<file path="config.mk">
export PLATFORM = sky130hd
export DESIGN_NAME = port_disconnect_timer
export DESIGN_NICKNAME = d
export VERILOG_FILES = /design/src/rtl/port_disconnect_pkg.sv /design/src/rtl/disconnect_datapath.sv /design/src/rtl/disconnect_control.sv /design/src/rtl/port_disconnect_timer.sv
export SDC_FILE = /design/constraint.sdc
export NUM_CORES = 1
export LEC_CHECK = 0
export BUFFER_PORTS_ARGS = -buffer_cell sky130_fd_sc_hd__buf_2
export CAP_MARGIN = 10
export CORE_AREA = 4 4 45 77
export CTS_BUF_LIST = sky130_fd_sc_hd__clkbuf_4
export DETAILED_ROUTE_END_ITERATION = 12
export DIE_AREA = 0 0 49 81
export PLACE_DENSITY = 0.85
export SYNTH_ARGS = -nofsm -noshare
export SYNTH_HDL_FRONTEND = slang
export SYNTH_SLANG_ARGS = --single-unit
</file>
<file path="constraint.sdc">
create_clock -name clk -period 3.54 [get_ports clk]
set_input_delay 0.177 -clock clk [delete_from_list [all_inputs] [get_ports clk]]
set_output_delay 0.177 -clock clk [all_outputs]
set_load 0.05 [all_outputs]
</file>
<file path="src/rtl/port_disconnect_pkg.sv">
package port_disconnect_pkg;
  typedef struct packed {
    logic clr;
    logic inc;
  } cntStrobe_t;
endpackage

</file>
<file path="src/rtl/disconnect_datapath.sv">
module disconnect_datapath
  import port_disconnect_pkg::*;
#(
  parameter int CNT_W = 16
) (
  input  logic             clk,
  input  logic             rstN,
  input  cntStrobe_t       strobe,
  input  logic [CNT_W-1:0] timeLimit,
  output logic             lastStep
);
  localparam int EXT_W = CNT_W + 1;

  logic [CNT_W-1:0] cnt;
  logic [EXT_W-1:0] cntNext;

  assign cntNext  = {1'b0, cnt} + EXT_W'(1);
  assign lastStep = cntNext >= {1'b0, timeLimit};

  always_ff @(posedge clk) begin
    if (!rstN)           cnt <= '0;
    else if (strobe.clr) cnt <= '0;
    else if (strobe.inc) cnt <= cntNext[CNT_W-1:0];
  end

  p_clear_r3: assert property (@(posedge clk) disable iff (!rstN)
    strobe.clr |=> (cnt == '0));
  p_step_r2: assert property (@(posedge clk) disable iff (!rstN)
    (strobe.inc && !strobe.clr) |=> (cnt == $past(cnt) + CNT_W'(1)));
  p_hold_r2: assert property (@(posedge clk) disable iff (!rstN)
    (!strobe.inc && !strobe.clr) |=> $stable(cnt));
  p_no_overflow_r9: assert property (@(posedge clk) disable iff (!rstN)
    strobe.inc |-> !lastStep);
endmodule

</file>
<file path="src/rtl/disconnect_control.sv">
module disconnect_control
  import port_disconnect_pkg::*;
(
  input  logic       clk,
  input  logic       rstN,
  input  logic       tick,
  input  logic       lowCurrent,
  input  logic       portOn,
  input  logic       dcEnable,
  input  logic       acEnable,
  input  logic       faultClear,
  input  logic       lastStep,
  output cntStrobe_t strobe,
  output logic       portOff,
  output logic       disFault
);
  logic detectOn;
  logic armed;
  logic expire;

  // the legacy AC enable maps onto the DC mechanism
  assign detectOn = dcEnable | acEnable;
  assign armed    = detectOn & portOn & lowCurrent;
  assign expire   = armed & tick & lastStep;

  always_comb begin
    strobe.clr = !armed || expire;
    strobe.inc = armed && tick && !lastStep;
  end

  always_ff @(posedge clk) begin
    if (!rstN) begin
      portOff  <= 1'b0;
      disFault <= 1'b0;
    end else begin
      portOff  <= expire;
      disFault <= expire | (disFault & ~faultClear);
    end
  end

  p_off_sets_fault_r2: assert property (@(posedge clk) disable iff (!rstN)
    portOff |-> disFault);
  p_disabled_quiet_r5: assert property (@(posedge clk) disable iff (!rstN)
    (!dcEnable && !acEnable) |=> !portOff);
  p_port_off_quiet_r7: assert property (@(posedge clk) disable iff (!rstN)
    !portOn |=> !portOff);
  p_fault_hold_r8: assert property (@(posedge clk) disable iff (!rstN)
    (disFault && !faultClear) |=> disFault);
  p_no_tick_no_off_r2: assert property (@(posedge clk) disable iff (!rstN)
    !tick |=> !portOff);
endmodule

</file>
<file path="src/rtl/port_disconnect_timer.sv">
module port_disconnect_timer
  import port_disconnect_pkg::*;
#(
  parameter int CNT_W = 16
) (
  input  logic             clk,
  input  logic             rstN,
  input  logic             tick,
  input  logic             lowCurrent,
  input  logic             portOn,
  input  logic             dcEnable,
  input  logic             acEnable,
  input  logic [CNT_W-1:0] timeLimit,
  input  logic             faultClear,
  output logic             portOff,
  output logic             disFault
);
  cntStrobe_t strobe;
  logic       lastStep;

  disconnect_control u_ctrl (
    .clk(clk), .rstN(rstN), .tick(tick), .lowCurrent(lowCurrent),
    .portOn(portOn), .dcEnable(dcEnable), .acEnable(acEnable),
    .faultClear(faultClear), .lastStep(lastStep), .strobe(strobe),
    .portOff(portOff), .disFault(disFault)
  );

  disconnect_datapath #(.CNT_W(CNT_W)) u_dp (
    .clk(clk), .rstN(rstN), .strobe(strobe), .timeLimit(timeLimit),
    .lastStep(lastStep)
  );
endmodule

</file>
==> results.md, run 1 <==
- Run status: finished clean
- Longest Clk Path Bufs: 2
- R2R Setup Slk: 0.33 ns
- RSZ-0062 raised after global routing: no
- Total GRT Usage: 0.184
- Worst reg2reg path endpoint: u_dp.cnt[5]
- Hold buffers post-CTS: 0
- Startpoint Class: flop
- Most used DFF post-synth: dfxtp_1
- Clk_skew: 0.00312 ns
- Peak Freq: slightly above 300 MHz
- Grt ovf: 0
- Cell Area, Synth: 1630 um^2
- Initial antenna violation count: 0
- I/O Pins: 26
- Pwr Density: 202 nW/um^2
- Fin util: 0.605
- Final Cycle Share: 0.907
- Die W: 49 um
- Clock sink total: 18
- Drt first pass iters: 5
- Syn Inst Count: about 210
- Placed Instances: 249
- Simple-Gate Fraction of Synth Area: 0.325
- Total detailed-routing wirelength: 3.47 mm
- Top post-synthesis cells by area: dfxtp_1, ha_1, nand4_1, nand2_1, nand3_1
- Top cells by count, synth: nand2_1, dfxtp_1, nand4_1, ha_1, inv_1
- Initial DRC Count: 32
- Min Tclk post-route: about 3.2 ns
- Max Cap Viol: 0
- Clock Latency Late Sink: 0.31 ns
- Number of global-route vias before repair: between 1000 and 1500
- Sequential element share of the synthesized area: 0.222
- Non-Filler Instances: about 250
- Post-synth top area share: 0.222
- Clock root cell: clkbuf_4
- Worst IR Drop VDD: 0.189 mV
- FILL cells: 268
- ANT cells: 0
- CTS H-tree depth: 1
- Share of post-route cells with drive strength above 1: 0.164
- Syn_nets: 249
- Post-synthesis mux area share: 0
- Crit path max fanout: 26
- Hold path startpoint: rstN
- Nets: approximately 270
- Buffers added on ports: 25
- Hold depth: 2
- Antenna Nets Post-Route: 0
- TritonCTS clock tree: yes
- Compound-cell area share of the yosys netlist: 0.152
- HPWL Detailed: between 2 and 3 mm
- # setup viols final: 0
- Synth unique cells: 36
- Post-DR vias/cell: 6.10
- WL/cell: between 10 and 15 um
- WP data arrival: 3.42 ns
- Remaining DRCs: 0
- Leak Pwr: about 0.77 nW
- Die area: 3970 um^2
- Total CTS buffers: 3
- Adder-cell share of the synthesized area: 0.131
- Post-synth top area cell: dfxtp_1
- Crit end category: flop
- Critical path class: reg2reg
- Hold EP: u_ctrl.portOff
- Die height: 81 um
- Largest family of logic cells by synthesized area: simple AND/OR/NAND/NOR gates
- Most frequent cell after synthesis: nand2_1
- Most used cell, CP: ha_1
- Setup bufs post-CTS: 0
- EDFF count, synth: 0
- Yosys Warn Count: 0
- Final Hold Viols: 0
- Syn Area/Cell: 7.82 um^2
- Resized Gates After CTS: 0
- Area Growth Syn to Fin: 6.46%
- Worst R2R Path Depth: 11
- TNS Setup: 0 ns
- Worst-case headroom to the max-slew limit: 0.329
- FFs w/ async S/R, synth: 0
- Critical Path Max Stage Delay: 0.43 ns
- Routability Congestion: roughly 0.92
- Worst EP required: ~3.8 ns
- Initial Util: 0.568
- CP cell instances: ha_1, nand2_1, nor2_1, nand4_1, xnor2_1, ha_1, a21o_1, a21oi_1, and4_4, a21oi_2, a2111oi_2
- Critical path origin: u_dp.cnt[0]
- XOR/XNOR Fraction of Synth Area: 0.0754
- Pins Over Slew Limit: 0
- Largest net degree at the start of global routing: 32
- CTS clock-pin slew for the worst setup and hold paths: 0.11 ns
- First-pass GRT wire length: 6.03 mm
- Hold Path Class: in2reg
- Worst slew pin tran: 1.00 ns
- Worst R2R Start: u_dp.cnt[0]
- Area of the core: 2860 um^2
- Num rows: 26
- Register bit total from synthesis: 18
- Vias post-DR: 1544
- Slowest cell on the critical path: dfxtp_1
==> critical path: cells and delay by family, from the launching register on <==
| family | cells | cell delay, ns |
|---|---|---|
| and+or+nand+nor | 4 | 1.11 |
| DFF | 1 | 0.43 |
| xor gates and xnor gates | 1 | 0.18 |
| adders and majority gates | 2 | 0.58 |
| AOI/OAI and AO/OA | 4 | 0.79 |
==> metrics by stage <==
stage | hold WS, ns | setup WS, ns | power (W) | instance area [um^2]
3_5_place_dp | 0.418 | 0.413 | 0.000243 | 1710
5_1_grt | 0.0983 | 0.0567 | 0.000363 | 1730
4_1_cts | 0.100 | 0.356 | 0.000350 | 1730
2_1_floorplan | 0.295 | 0.789 | 0.000226 | 1630
3_3_place_gp | 0.415 | 0.449 | 0.000242 | 1710
6_report | 0.0976 | 0.328 | 0.000349 | 1730
==> layer usage <==
metal  up-vias  global-route usage  wire, um
met4         0              0.0943        98
met1       703               0.219      1420
met2        40               0.325      1800
met3        11              0.0128       148
met5         -                   0         0
li1        790                   -         -
==> state kept, by name, summed over array words and instances (netlist names) <==
name,count
u_ctrl.disFault,1
u_dp.cnt,16
u_ctrl.portOff,1
==> logic make-up after synthesis <==
family / after synthesis
buffers and inverters: 30
adder cells (fa/ha/maj): 17
XOR/XNOR: 14
AND/OR/NAND/NOR: 95
flip-flops: 18
AO/OA/AOI/OAI: 34
==> final cells by class <==
cell class,count,area (um^2),area share
inverters,16,60.1,0.0347
clock buffers,3,22.5,0.0130
clock inverters,1,3.75,0.00217
well taps,28,35.0,0.0202
repair buffers,27,140,0.0809
flip-flops and latches,18,360,0.208
multi-input cells,160,1110,0.641
==> power by group <==
part | internal (W) | switching [W] | total, W | leakage, nW
Clock | 0.0000413 | 0.0000703 | 0.000112 | 0.0154
Combinational | 0.0000165 | 0.0000186 | 0.0000351 | 0.607
Sequential | 0.000202 | 0.000000131 | 0.000203 | 0.145
Total | 0.000260 | 0.0000890 | 0.000349 | 0.767
==> how the worst max path moves through the flow <==
stage               slack (ns)           to
floorplan                 0.79  u_dp.cnt[5]
global placement          0.45  u_dp.cnt[5]
detailed placement        0.41  u_dp.cnt[5]
CTS                       0.36  u_dp.cnt[5]
global route              0.06  u_dp.cnt[5]
finish                    0.33  u_dp.cnt[5]
==> layout by cell type (no fill, tap or decap), types with 2 or more instances in the layout <==
master    Yosys  final
a21o_1        2      2
a21oi_1      10     10
a31oi_1      10     10
and2_1        3      3
and3_1        3      3
and4_1        2      2
buf_2         5     25
buf_4         0      2
clkbuf_4      0      3
dfxtp_1      18     18
ha_1         17     17
inv_1        16     16
nand2_1      22     22
nand3_1      14     14
nand4_1      18     18
nand4b_1      4      4
nor2_1       10     10
nor2b_1       3      3
nor3_1        9      9
nor4_1        2      2
o211ai_1      3      3
o21ai_0       3      3
xnor2_1       8      8
xor2_1        6      6
Power figures use the tool's default switching activity.
==> run 2, diff against run 1 <==
--- a/config.mk
+++ b/config.mk
@@ -11,7 +11,8 @@
 export CTS_BUF_LIST = sky130_fd_sc_hd__clkbuf_4
 export DETAILED_ROUTE_END_ITERATION = 12
 export DIE_AREA = 0 0 49 81
-export PLACE_DENSITY = 0.85
+export PLACE_DENSITY = 0.8
+export SLEW_MARGIN = 20
 export SYNTH_ARGS = -nofsm -noshare
 export SYNTH_HDL_FRONTEND = slang
 export SYNTH_SLANG_ARGS = --single-unit
==> results.md, run 2 (synthesis gave the netlist of run 1 again) <==
- Biggest register: u_dp.cnt
- Fin area: 1760 um^2
- Post-DR vias/cell: 6.11
- Remaining DRCs: 0
- # setup viols final: 0
- Total detailed-routing wirelength: roughly 3.5 mm
- Initial antenna violation count: 0
- Hold buffers post-CTS: 0
- Drt first pass iters: 4
- Grt ovf: 0
- CTS clock-pin slew for the worst setup and hold paths: between 0.1 and 0.15 ns
- Commonest non-fill, non-tap cell in the layout: buf_2
- Multi-input gate area: ~1100 um^2
- Die W: 49 um
- FILL cells: between 200 and 300
- Sequential standard cell area: 360 um^2
- Run status: finished clean
- Vias post-DR: 1565
- Top flop regs: u_dp.cnt: 16 flops, u_ctrl.disFault: 1 flops, u_ctrl.portOff: 1 flops
- TritonCTS clock tree: yes
- Clk_skew: a little over 0.005 ns
- Routability Congestion: around 0.83
- Placed Area: 1720 um^2
- I/O Pins: 26
- Area of the core: approximately 2900 um^2
- WL/cell: approximately 14 um
- Total CTS buffers: 3
- Min Tclk post-route: roughly 3.2 ns
- Crit end category: flop
- Initial DRC Count: 32
- Max reg flops: 16
- Crit path max fanout: 20
- Longest Clk Path Bufs: 2
- Total GRT Usage: 0.188
- TNS Setup: 0 ns
- ANT cells: 0
- Placed Instances: about 250
- Non-Filler Instances: 256
- Peak Freq: 316 MHz
- Antenna Nets Post-Route: 0
- Share of post-route cells with drive strength above 1: 0.180
- Pins Over Slew Limit: 0
- Final Cycle Share: 0.893
- Worst IR Drop VDD: between 0.15 and 0.2 mV
- WP data arrival: 3.36 ns
- Die area: 3970 um^2
- Number of global-route vias before repair: 1543
- Pwr Density: between 150 and 200 nW/um^2
- Final Hold Viols: 0
- RSZ-0062 raised after global routing: no
- Clock Latency Late Sink: 0.30 ns
- HPWL Detailed: 2.74 mm
- CTS H-tree depth: 1
- Hold Path Class: in2reg
- Clock sink total: 18
- Fin util: 0.615
- Initial Util: 0.568
- Buffers added on ports: 25
- Leak Pwr: 0.780 nW
- Worst slew pin tran: 1.02 ns
- Largest net degree at the start of global routing: 32
- Nets: 270
- Startpoint Class: flop
- Clock root cell: clkbuf_4
- First-pass GRT wire length: 6.11 mm
- Num rows: 26
- Max Cap Viol: 0
- Critical path class: reg2reg
- Most frequent cells in the layout: buf_2, nand2_1, nand4_1, dfxtp_1, ha_1
- Worst EP required: 3.74 ns
- Die height: 81 um
- Worst-case headroom to the max-slew limit: 0.317
- Area Growth Syn to Fin: 8.23%
run 2: power by group:
group          internal [W]   total, W  switching [W]  leakage [nW]
clock network     0.0000410   0.000110      0.0000687        0.0154
registers          0.000203   0.000203    0.000000134         0.145
logic             0.0000165  0.0000355      0.0000190         0.619
total              0.000260   0.000348      0.0000878         0.780
run 2: critical path: stages, from the launching register on:
cell and delay [ns]:
dfxtp_1 0.44, ha_1 0.27, nand2_1 0.15, nor2_1 0.27, nand4_1 0.23, xnor2_1 0.19, ha_1 0.30, a21o_1 0.16
a21oi_1 0.19, and4_4 0.40, a21oi_2 0.11, a2111oi_2 0.36
run 2: layout make-up:
type | instances | share of cell area
Clock buffer | 3 | 0.0128
Clock inverter | 1 | 0.00213
Inverter | 16 | 0.0341
Multi-Input combinational cell | 160 | 0.634
Sequential cell | 18 | 0.205
Tap cell | 28 | 0.0199
Timing Repair Buffer | 30 | 0.0924
run 2: worst paths after layout:
check,start,end,slack [ns],cells after the start
setup / recovery,u_dp.cnt[0],u_dp.cnt[5],0.38,11
hold / removal,rstN,u_ctrl.disFault,0.11,2
setup reg to reg,u_dp.cnt[0],u_dp.cnt[5],0.38,11
hold reg to reg,u_dp.cnt[1],u_dp.cnt[1],0.50,2
run 2: timing repair:
item	CTS	global route
setup buffers	0	1
setup endpoints to repair	0	2
gates resized for setup	0	1
run 2: per-stage QoR:
| step | worst slack [ns] | power, W | hold slack [ns] |
|---|---|---|---|
| 5_1_grt | 0.0681 | 0.000362 | 0.107 |
| 2_1_floorplan | 0.789 | 0.000226 | 0.295 |
| 6_report | 0.380 | 0.000348 | 0.109 |
| 4_1_cts | 0.234 | 0.000350 | 0.106 |
| 3_3_place_gp | 0.414 | 0.000242 | 0.414 |
| 3_5_place_dp | 0.266 | 0.000243 | 0.416 |
run 2: routing by layer:
| layer | vias to the layer above | GRT usage | part of all wire |
|---|---|---|---|
| li1 | 794 | - | - |
| met1 | 732 | 0.197 | 0.41 |
| met2 | 29 | 0.361 | 0.53 |
| met3 | 10 | 0.0165 | 0.031 |
| met4 | 0 | 0.0997 | 0.030 |
| met5 | - | 0 | 0 |
==> run 3, diff against run 2 <==
--- a/config.mk
+++ b/config.mk
@@ -5,6 +5,7 @@
 export SDC_FILE = /design/constraint.sdc
 export NUM_CORES = 1
 export LEC_CHECK = 0
+export ABC_AREA = 1
 export BUFFER_PORTS_ARGS = -buffer_cell sky130_fd_sc_hd__buf_2
 export CAP_MARGIN = 10
 export CORE_AREA = 4 4 45 77
==> results.md, run 3 <==
- First-pass GRT wire length: 6.13 mm
- Die height: around 80 um
- Buffers added on ports: 25
- Post-synth top area cell: dfxtp_1
- Startpoint Class: flop
- Worst-case headroom to the max-slew limit: 0.457
- Setup bufs post-CTS: 0
- Grt ovf: 0
- WP data arrival: roughly 3.2 ns
- WL/cell: 12.6 um
- Hold Path Class: in2reg
- # setup viols final: 0
- Switching power: 0.0000862 W
- Most frequent cell after synthesis: nand2_1
- Largest net degree at the start of global routing: 19
- Die area: 3970 um^2
- Critical path origin: u_dp.cnt[0]
- Net Sw Frac: 0.248
- Top post-synthesis cells by area: dfxtp_1, ha_1, nand2_1, inv_1, nand4_1
- RSZ-0062 raised after global routing: no
- Syn Area/Cell: 7.19 um^2
- Crit end category: flop
- Peak Freq: about 340 MHz
- Area of the core: between 2000 and 3000 um^2
- ANT cells: 0
- Die W: 49 um
- Vias post-DR: between 1500 and 2000
- Worst EP required: 3.73 ns
- Top cells by count, synth: nand2_1, inv_1, nor2_1, dfxtp_1
- Biggest register: u_dp.cnt
- Most frequent cells in the layout: nand2_1, inv_1, buf_2
- Syn_nets: 269
- Initial antenna violation count: 0
- Clock root cell: clkbuf_4
- Final Hold Viols: 0
- Routability Congestion: 0.880
- Most used DFF post-synth: dfxtp_1
- Min Tclk post-route: approximately 3.0 ns
- Run status: finished clean
- Top flop regs: u_dp.cnt: 16 flops, u_ctrl.disFault: 1 flops, u_ctrl.portOff: 1 flops
- FILL cells: 267
- Num rows: 26
- EDFF count, synth: 0
- Worst IR Drop VDD: 0.269 mV
- Nets: 294
- Total detailed-routing wirelength: approximately 3.5 mm
- Synth unique cells: 28
- Non-Filler Instances: 280
- Clk_skew: 0.00600 ns
- Remaining DRCs: 0
- I/O Pins: 26
- TritonCTS clock tree: yes
- Sequential standard cell area: 360 um^2
- Total GRT Usage: 0.195
- Area Growth Syn to Fin: 9.23%
- Final WS setup: 0.574 ns
- Hold path startpoint: faultClear
- Crit path max fanout: 18
- Post-DR vias/cell: 5.47
- Number of global-route vias before repair: 1441
- Cell Area, Synth: 1640 um^2
- Commonest non-fill, non-tap cell in the layout: nand2_1
- Final Cycle Share: 0.838
- HPWL Detailed: around 2.9 mm
- Total CTS buffers: 3
- Longest Clk Path Bufs: 2
- Clock sink total: 18
- Max reg flops: 16
- Clock Latency Late Sink: between 0.2 and 0.3 ns
- CTS H-tree depth: 1
- Initial DRC Count: 46
- Critical path class: reg2reg
- Worst R2R Start: u_dp.cnt[0]
- Combinational share of power: 0.119
- Resized Gates After CTS: 0
- Yosys Warn Count: 0
- Sequential element share of the synthesized area: 0.220
- Pwr Density: 194 nW/um^2
- Pins Over Slew Limit: 0
- FFs w/ async S/R, synth: 0
- Antenna Nets Post-Route: 0
- Hold buffers post-CTS: 0
- Leak Pwr: 0.880 nW
- R2R Setup Slk: 0.57 ns
- Multi-input gate area: approximately 1100 um^2
- TNS Setup: 0 ns
- Int Power: 0.000261 W
- Clock power share: 0.298
- Max Cap Viol: 0
- Power, Total: 0.000347 W
- Drt first pass iters: 4
- Reg power frac: 0.584
- CTS clock-pin slew for the worst setup and hold paths: about 0.10 ns
- Dpl ws: roughly 0.56 ns
- Initial Util: 0.573
- Placed Instances: approximately 280
- Register bit total from synthesis: 18
- Share of post-route cells with drive strength above 1: 0.250
- Syn Inst Count: around 230
- Worst slew pin tran: 0.814 ns
- Post-synth top area share: 0.220
-- run 3: changes by cell type after synthesis, moves of 6 or more --
cell / previous run / this run
inv_1: 16 / 32
a31oi_1: 10 / 0
nor3_1: 9 / 0
nor2_1: 10 / 21
nand2_1: 22 / 52
nand2_2: 0 / 6
a21oi_2: 1 / 10
nand3_1: 14 / 4
-- run 3: area by class of cell --
| class | count | area share |
|---|---|---|
| clock buffer | 3 | 0.0126 |
| clock inverter | 1 | 0.00209 |
| inverter | 35 | 0.0733 |
| multi-input combinational | 170 | 0.622 |
| sequential | 18 | 0.201 |
| tap | 28 | 0.0196 |
| timing repair buffer | 25 | 0.0698 |
-- run 3: logic make-up after synthesis --
family                     count (synthesis)  share of synthesized area
DFF                                       18                      0.220
and+or+nand+nor                          116                      0.376
adders and majority gates                 17                      0.130
AOI/OAI and AO/OA                         23                     0.0984
xor gates and xnor gates                  14                     0.0748
buffers and inverters                     40                      0.101
-- run 3: power groups by stage --
| stage | clock network (W) | registers (W) | logic, W |
|---|---|---|---|
| floorplan | 0 | 0.000207 | 0.0000257 |
| global placement | 0 | 0.000207 | 0.0000404 |
| detailed placement | 0 | 0.000207 | 0.0000418 |
| CTS | 0.000106 | 0.000203 | 0.0000419 |
| global route | 0.000116 | 0.000203 | 0.0000479 |
| finish | 0.000103 | 0.000203 | 0.0000412 |
-- run 3: worst max-delay path: stages, from the launching register on --
cell and delay (ns):
dfxtp_1 0.43, ha_1 0.23, nand3_2 0.14, nor2_4 0.21
nand2_1 0.09, xnor2_1 0.26, ha_1 0.31, nand2_2 0.10
nor2_1 0.06, nand2_1 0.05, nor2_1 0.04, nor2_1 0.16
nor2_4 0.07, nor2_8 0.25, nand3_4 0.25, nand2_1 0.16
a21oi_2 0.06
-- run 3: through the flow --
step	instance area, um^2	hold slack [ns]	util
detailed placement	1770	0.383	0.617
global route	1790	0.0633	0.626
finish	1790	0.0731	0.626
CTS	1790	0.0666	0.626
floorplan	1640	0.291	-
global placement	1770	0.384	0.617
-- run 3: metal layers --
layer  global-route usage  vias up  wire (um)
met5                    0        -          0
met4                0.116        0        166
met3               0.0257       14        164
met2                0.355       49       1900
met1                0.210      679       1290
li1                     -      789          -
-- run 3: final timing paths --
path / end / depth (start not counted)
hold reg to reg: u_ctrl.disFault / 2
setup reg to reg: u_dp.cnt[2] / 16
hold / removal: u_ctrl.disFault / 2
setup / recovery: u_dp.cnt[2] / 16
